File: config.mk
export PLATFORM = sky130hd
export DESIGN_NAME = gpio_irq_bank
export DESIGN_NICKNAME = d
export VERILOG_FILES = /design/src/rtl/gpio_irq_pkg.sv /design/src/rtl/gpio_irq_sync.sv /design/src/rtl/gpio_irq_detect.sv /design/src/rtl/gpio_irq_regfile.sv /design/src/rtl/gpio_irq_bank.sv
export SDC_FILE = /design/constraint.sdc
export NUM_CORES = 1
export LEC_CHECK = 0
export BUFFER_PORTS_ARGS = -buffer_cell sky130_fd_sc_hd__buf_2
export CORE_ASPECT_RATIO = 0.6
export CORE_MARGIN = 2
export CORE_UTILIZATION = 35
export CTS_BUF_LIST = sky130_fd_sc_hd__clkbuf_8
export DETAILED_ROUTE_END_ITERATION = 6
export HOLD_SLACK_MARGIN = 0.05
export PLACE_DENSITY_LB_ADDON = 0.25
export SKIP_CTS_REPAIR_TIMING = 1
export SLEW_MARGIN = 20
export SYNTH_ARGS = -nofsm -noshare
export SYNTH_HDL_FRONTEND = slang
export SYNTH_SLANG_ARGS = --single-unit
export TNS_END_PERCENT = 10
File: constraint.sdc
create_clock -name clk_i -period 1.8 [get_ports clk_i]
set_input_delay 0.18 -clock clk_i [delete_from_list [all_inputs] [get_ports clk_i]]
set_output_delay 0.18 -clock clk_i [all_outputs]
set_load 0.005 [all_outputs]
File: src/rtl/gpio_irq_pkg.sv
package gpio_irq_pkg;
  localparam int unsigned ADDR_W = 5;

  typedef enum logic [2:0] {
    SEL_OUT  = 3'd0,
    SEL_OE   = 3'd1,
    SEL_IN   = 3'd2,
    SEL_MODE = 3'd3,
    SEL_POL  = 3'd4,
    SEL_EN   = 3'd5,
    SEL_CLR  = 3'd6,
    SEL_STAT = 3'd7
  } reg_sel_e;

  function automatic reg_sel_e addr_sel(logic [ADDR_W-1:0] a);
    return reg_sel_e'(a[ADDR_W-1:2]);
  endfunction
endpackage

File: src/rtl/gpio_irq_sync.sv
module gpio_irq_sync #(
  parameter int unsigned W      = 32,
  parameter int unsigned STAGES = 2
) (
  input  logic         clk_i,
  input  logic         rst_ni,
  input  logic [W-1:0] d_i,
  output logic [W-1:0] q_o
);
  logic [W-1:0] stage_q [STAGES];

  for (genvar s = 0; s < STAGES; s++) begin : g_stage
    always_ff @(posedge clk_i or negedge rst_ni) begin
      if (!rst_ni)     stage_q[s] <= '0;
      else if (s == 0) stage_q[s] <= d_i;
      else             stage_q[s] <= stage_q[(s == 0) ? 0 : s-1];
    end
  end

  assign q_o = stage_q[STAGES-1];
endmodule

File: src/rtl/gpio_irq_detect.sv
module gpio_irq_detect #(
  parameter int unsigned NPINS = 32
) (
  input  logic             clk_i,
  input  logic             rst_ni,
  input  logic [NPINS-1:0] smp_i,
  input  logic [NPINS-1:0] mode_i,
  input  logic [NPINS-1:0] pol_i,
  input  logic [NPINS-1:0] clr_i,
  output logic [NPINS-1:0] det_o,
  output logic [NPINS-1:0] pend_o
);
  logic [NPINS-1:0] prev_q;
  logic [NPINS-1:0] pend_q;

  for (genvar g = 0; g < NPINS; g++) begin : g_pin
    logic rise, fall, lvl;
    assign rise = smp_i[g] & ~prev_q[g];
    assign fall = ~smp_i[g] & prev_q[g];
    assign lvl  = ~(smp_i[g] ^ pol_i[g]);
    assign det_o[g] = mode_i[g] ? (pol_i[g] ? rise : fall) : lvl;
  end

  always_ff @(posedge clk_i or negedge rst_ni) begin
    if (!rst_ni) begin
      prev_q <= '0;
      pend_q <= '0;
    end else begin
      prev_q <= smp_i;
      // a detection overrides a clear of the same bit
      pend_q <= (pend_q & ~clr_i) | det_o;
    end
  end

  assign pend_o = pend_q;
endmodule

File: src/rtl/gpio_irq_regfile.sv
module gpio_irq_regfile
  import gpio_irq_pkg::*;
#(
  parameter int unsigned NPINS = 32
) (
  input  logic              clk_i,
  input  logic              rst_ni,
  input  logic              wr_i,
  input  logic [ADDR_W-1:0] addr_i,
  input  logic [NPINS-1:0]  wdata_i,
  input  logic [NPINS-1:0]  in_val_i,
  input  logic [NPINS-1:0]  pend_i,
  output logic [NPINS-1:0]  out_o,
  output logic [NPINS-1:0]  oe_o,
  output logic [NPINS-1:0]  mode_o,
  output logic [NPINS-1:0]  pol_o,
  output logic [NPINS-1:0]  en_o,
  output logic [NPINS-1:0]  clr_o,
  output logic [NPINS-1:0]  rdata_o
);
  reg_sel_e sel;
  logic [NPINS-1:0] out_q, oe_q, mode_q, pol_q, en_q;

  assign sel = addr_sel(addr_i);

  always_ff @(posedge clk_i or negedge rst_ni) begin
    if (!rst_ni) begin
      out_q  <= '0;
      oe_q   <= '0;
      mode_q <= '0;
      pol_q  <= '0;
      en_q   <= '0;
    end else if (wr_i) begin
      case (sel)
        SEL_OUT:  out_q  <= wdata_i;
        SEL_OE:   oe_q   <= wdata_i;
        SEL_MODE: mode_q <= wdata_i;
        SEL_POL:  pol_q  <= wdata_i;
        SEL_EN:   en_q   <= wdata_i;
        default: ;
      endcase
    end
  end

  assign clr_o = (wr_i && sel == SEL_CLR) ? wdata_i : '0;

  always_comb begin
    case (sel)
      SEL_OUT:  rdata_o = out_q;
      SEL_OE:   rdata_o = oe_q;
      SEL_IN:   rdata_o = in_val_i;
      SEL_MODE: rdata_o = mode_q;
      SEL_POL:  rdata_o = pol_q;
      SEL_EN:   rdata_o = en_q;
      SEL_STAT: rdata_o = pend_i;
      default:  rdata_o = '0;
    endcase
  end

  assign out_o  = out_q;
  assign oe_o   = oe_q;
  assign mode_o = mode_q;
  assign pol_o  = pol_q;
  assign en_o   = en_q;
endmodule

File: src/rtl/gpio_irq_bank.sv
module gpio_irq_bank
  import gpio_irq_pkg::*;
#(
  parameter int unsigned NPINS = 32
) (
  input  logic              clk_i,
  input  logic              rst_ni,
  input  logic              bus_wr_i,
  input  logic [ADDR_W-1:0] bus_addr_i,
  input  logic [NPINS-1:0]  bus_wdata_i,
  output logic [NPINS-1:0]  bus_rdata_o,
  input  logic [NPINS-1:0]  pin_in_i,
  output logic [NPINS-1:0]  pin_out_o,
  output logic [NPINS-1:0]  pin_oe_o,
  output logic              irq_o
);
  localparam int unsigned SYNC_STAGES = 2;

  logic [NPINS-1:0] smp_w, mode_w, pol_w, en_w, clr_w, det_w, pend_q;
  logic             irq_q;

  gpio_irq_sync #(.W(NPINS), .STAGES(SYNC_STAGES)) sync_i (
    .clk_i  (clk_i),
    .rst_ni (rst_ni),
    .d_i    (pin_in_i),
    .q_o    (smp_w)
  );

  gpio_irq_detect #(.NPINS(NPINS)) detect_i (
    .clk_i  (clk_i),
    .rst_ni (rst_ni),
    .smp_i  (smp_w),
    .mode_i (mode_w),
    .pol_i  (pol_w),
    .clr_i  (clr_w),
    .det_o  (det_w),
    .pend_o (pend_q)
  );

  gpio_irq_regfile #(.NPINS(NPINS)) regs_i (
    .clk_i    (clk_i),
    .rst_ni   (rst_ni),
    .wr_i     (bus_wr_i),
    .addr_i   (bus_addr_i),
    .wdata_i  (bus_wdata_i),
    .in_val_i (smp_w),
    .pend_i   (pend_q),
    .out_o    (pin_out_o),
    .oe_o     (pin_oe_o),
    .mode_o   (mode_w),
    .pol_o    (pol_w),
    .en_o     (en_w),
    .clr_o    (clr_w),
    .rdata_o  (bus_rdata_o)
  );

  always_ff @(posedge clk_i or negedge rst_ni) begin
    if (!rst_ni) irq_q <= 1'b0;
    else         irq_q <= |(pend_q & en_w);
  end

  assign irq_o = irq_q;
endmodule

==> flow_metrics.env <==
export IMPL_cp_startpoint="regs_i.pol_o[29]"
export IMPL_grt_pass1_wl_mm=54.4
export IMPL_pwr_share_clk_pct=33.5
export IMPL_cp_slowest_cell="dfrtp_1"
export IMPL_fin_cells=1719
export IMPL_dieHeight_um=149
export IMPL_cts_buffer_depth=3
export IMPL_first_global_vias=8801
export IMPL_gp_congestion=0.825
export IMPL_pin_count=169
export IMPL_slew_viol_final=0
export IMPL_grt_max_degree=47
export IMPL_hold_path_class="primary input to asynchronous set/reset pin"
export IMPL_htree_levels=2
export IMPL_die_area_um2=36700
export IMPL_cts_sinks=289
export IMPL_clkTransAtPathRegs_ns=0.07
export IMPL_critPathCapture="bus_rdata_o[29]"
export IMPL_syn_area_per_cell_um2=13.1
export IMPL_place_area_um2=14000
export IMPL_relSlewSlack_pct=67.5
export IMPL_track_usage_pct=19.5
export IMPL_fp_coreArea_um2=34800
export IMPL_p_per_area_nw_per_um2=1080
export IMPL_r2r_end="irq_o"
export IMPL_dp_cells=1567
export IMPL_portBuffers=166
export IMPL_synth_edff_count=0
export IMPL_synth_most_common_cell="dfrtp_1"
export IMPL_crit_cells=3
export IMPL_syn_inst=941
export IMPL_antenna_found_initial=0
export IMPL_internal_power_mw=12.4
export IMPL_slowest_delay_ns=0.40
export IMPL_crit_path_end_kind="output pin"
export IMPL_cts_root_buf="clkbuf_8"
export IMPL_synth_async_reset_ratio_pct=100
export IMPL_hold_viol=0
export IMPL_netlist_top_cells_area="dfrtp_1 59%, mux2_2 14%, a22oi_1 2.8%"
export IMPL_status="finished with violations"
export IMPL_firstDrtPassIters=5
export IMPL_n_antenna_cell=0
export IMPL_required_ns=1.62
export IMPL_worst_path_most_repeated_cell="a221o_1"
export IMPL_cp_max_fo=3
export IMPL_wirelength_mm=36.0
export IMPL_swShare_pct=28.2
export IMPL_p_leak_nw=6.98
export IMPL_ant_nets=0
export IMPL_period_needed_ns=1.99
export IMPL_syn2layout_area_growth_pct=29.1
export IMPL_start_util_pct=35.4
export IMPL_syn_cell_area_um2=12300
export IMPL_fin_setup_tns_ns=-1.64
export IMPL_worst_slew_pin_transition_ns=0.487
export IMPL_synth_common_cells="289 x dfrtp_1, 155 x mux2_2, 54 x o21ai_0, 46 x a22oi_1"
export IMPL_max_cap_viol_count=0
export IMPL_r2r_slack_ns=0.17
export IMPL_crit_type="flop to output pin"
export IMPL_dieWidth_um=246
export IMPL_synth_nets=1013
export IMPL_placementRows=53
export IMPL_fmax_mhz=501
export IMPL_route_detailed_drc=0
export IMPL_synth_top_area_cell="dfrtp_1"
export IMPL_cts_tree="yes"
export IMPL_fin_ws_ns=-0.195
export IMPL_vias_per_cell=5.23
export IMPL_hpwl_mm=24.8
export IMPL_post_drt_wl_per_cell_um=20.9
export IMPL_ys_ff_latch=289
export IMPL_nets=1292
export IMPL_startpoint_type="flop"
export IMPL_worstReg2RegStart="detect_i.pend_o[29]"
export IMPL_yosysWarnings=0
export IMPL_final_cell_area_um2=15900
export IMPL_fillCellCount=3233
export IMPL_peakVddDrop_uv=556
export IMPL_critical_path_arrival_ns=1.81
export IMPL_whs_ns=0.105
export IMPL_worstPathCellList="a221o_1 > a221o_1 > buf_2"
export IMPL_cp_num_buf_inv=1
export IMPL_yosysUniqueCellTypes=38
export IMPL_synth_seq_area_share_pct=58.8
export IMPL_grt_ovfl_total=0
export IMPL_setup_viol=15
export IMPL_synth_ff_type="dfrtp_1"
export IMPL_cts_buffers=45
export IMPL_clk_latency_ns=0.58
export IMPL_finalPower_mw=17.2
export IMPL_drtIter0Drc=592
export IMPL_dr_total_vias=8998
export IMPL_comb_power_share_pct=17.8
export IMPL_synth_top_area_share_pct=58.8
export IMPL_r2r_cells=4
export IMPL_rsz0062_at_grt="yes"
export IMPL_pwr_share_seq_pct=48.7
export IMPL_failed_checks="negative setup slack"
export IMPL_finalClockSkew_ns=0.0197
export IMPL_finalCritPeriodShare_pct=111
export IMPL_final_layout_size_suffix_gt1_share_pct=40.2
export IMPL_path_delay_family="compound AO/OA/AOI/OAI gates"
export IMPL_switchingPower_mw=4.86
## through the flow
step | util [%] | setup slack, ns
final | 45.6 | -0.195
after CTS | 42.9 | -0.293
after floorplan | - | 0.403
after global placement | 40.2 | -0.0319
after detailed placement | 40.2 | -0.0231
after global routing | 45.6 | -0.268
## cells by family after synthesis
kind of cell / Yosys count / share of synthesized area [%]
multiplexers: 192 / 17.5
buffers and inverters: 92 / 4.00
AND/OR/NAND/NOR: 163 / 7.67
flip-flops: 289 / 58.8
AO/OA/AOI/OAI: 205 / 12.1
## how the worst min path moves through the flow
stage	start	endpoint	slack (ns)
after floorplan	rst_ni	detect_i.pend_o[0]	-0.12
after global placement	rst_ni	sync_i.q_o[16]	0.11
after detailed placement	rst_ni	sync_i.stage_q[48]	0.11
after CTS	rst_ni	sync_i.stage_q[48]	-0.51
after global routing	rst_ni	sync_i.stage_q[48]	0.11
final	rst_ni	sync_i.stage_q[48]	0.10
## final cells by class
| class | count | area (um2) | share of cell area, % |
|---|---|---|---|
| Sequential cell | 289 | 7240 | 45.6 |
| Multi-Input combinational cell | 560 | 4810 | 30.3 |
| Timing Repair Buffer | 291 | 2180 | 13.7 |
| Clock buffer | 61 | 840 | 5.29 |
| Tap cell | 467 | 584 | 3.68 |
| Inverter | 33 | 124 | 0.780 |
| Clock inverter | 18 | 105 | 0.662 |
## cells in the final DEF (no fill, tap or decap), types with 7 or more instances in the layout
| cell | netlist | routed |
|---|---|---|
| a221oi_1 | 17 | 9 |
| a221oi_2 | 0 | 7 |
| a22oi_1 | 46 | 45 |
| a2bb2oi_1 | 22 | 17 |
| and3_1 | 24 | 16 |
| and3_4 | 1 | 7 |
| buf_12 | 0 | 19 |
| buf_2 | 9 | 164 |
| buf_4 | 10 | 42 |
| clkbuf_8 | 0 | 61 |
| dfrtp_1 | 289 | 282 |
| dfrtp_2 | 0 | 7 |
| dlygate4sd3_1 | 0 | 65 |
| inv_1 | 33 | 44 |
| mux2_1 | 12 | 12 |
| mux2_2 | 155 | 153 |
| mux2i_1 | 22 | 22 |
| nand2_1 | 32 | 32 |
| nand3_1 | 33 | 33 |
| nor2b_1 | 33 | 33 |
| nor3b_1 | 22 | 16 |
| o211ai_1 | 22 | 22 |
| o21ai_0 | 54 | 35 |
| o21ai_1 | 0 | 16 |
| o311ai_0 | 32 | 32 |
## routing by layer
metal  share of wire (%)  vias to the layer above  GRT usage [%]  wire [um]
met3                 6.7                       65           4.57       2430
met1                  49                     4599           29.8      17700
li1                    -                     4074              -          -
met5                   0                        -              0          0
met2                  42                      260           27.2      15100
met4                 2.2                        0           5.52        799
## flip-flops by register name, indices dropped and copies added, names as in the netlist
register         flops
irq_o                1
sync_i.stage_q      32
detect_i.prev_q     32
regs_i.out_o        32
sync_i.q_o          32
regs_i.oe_o         32
regs_i.en_o         32
regs_i.mode_o       32
regs_i.pol_o        32
detect_i.pend_o     32
## power by group through the flow
stage | registers [mW] | clock network (mW) | logic (mW)
after floorplan | 8.17 | 0 | 1.61
final | 8.39 | 5.77 | 3.06
after global routing | 8.53 | 6.27 | 3.36
after global placement | 8.46 | 0 | 2.75
after detailed placement | 8.49 | 0 | 2.82
after CTS | 8.38 | 5.95 | 2.84
Power figures use the tool's default switching activity.
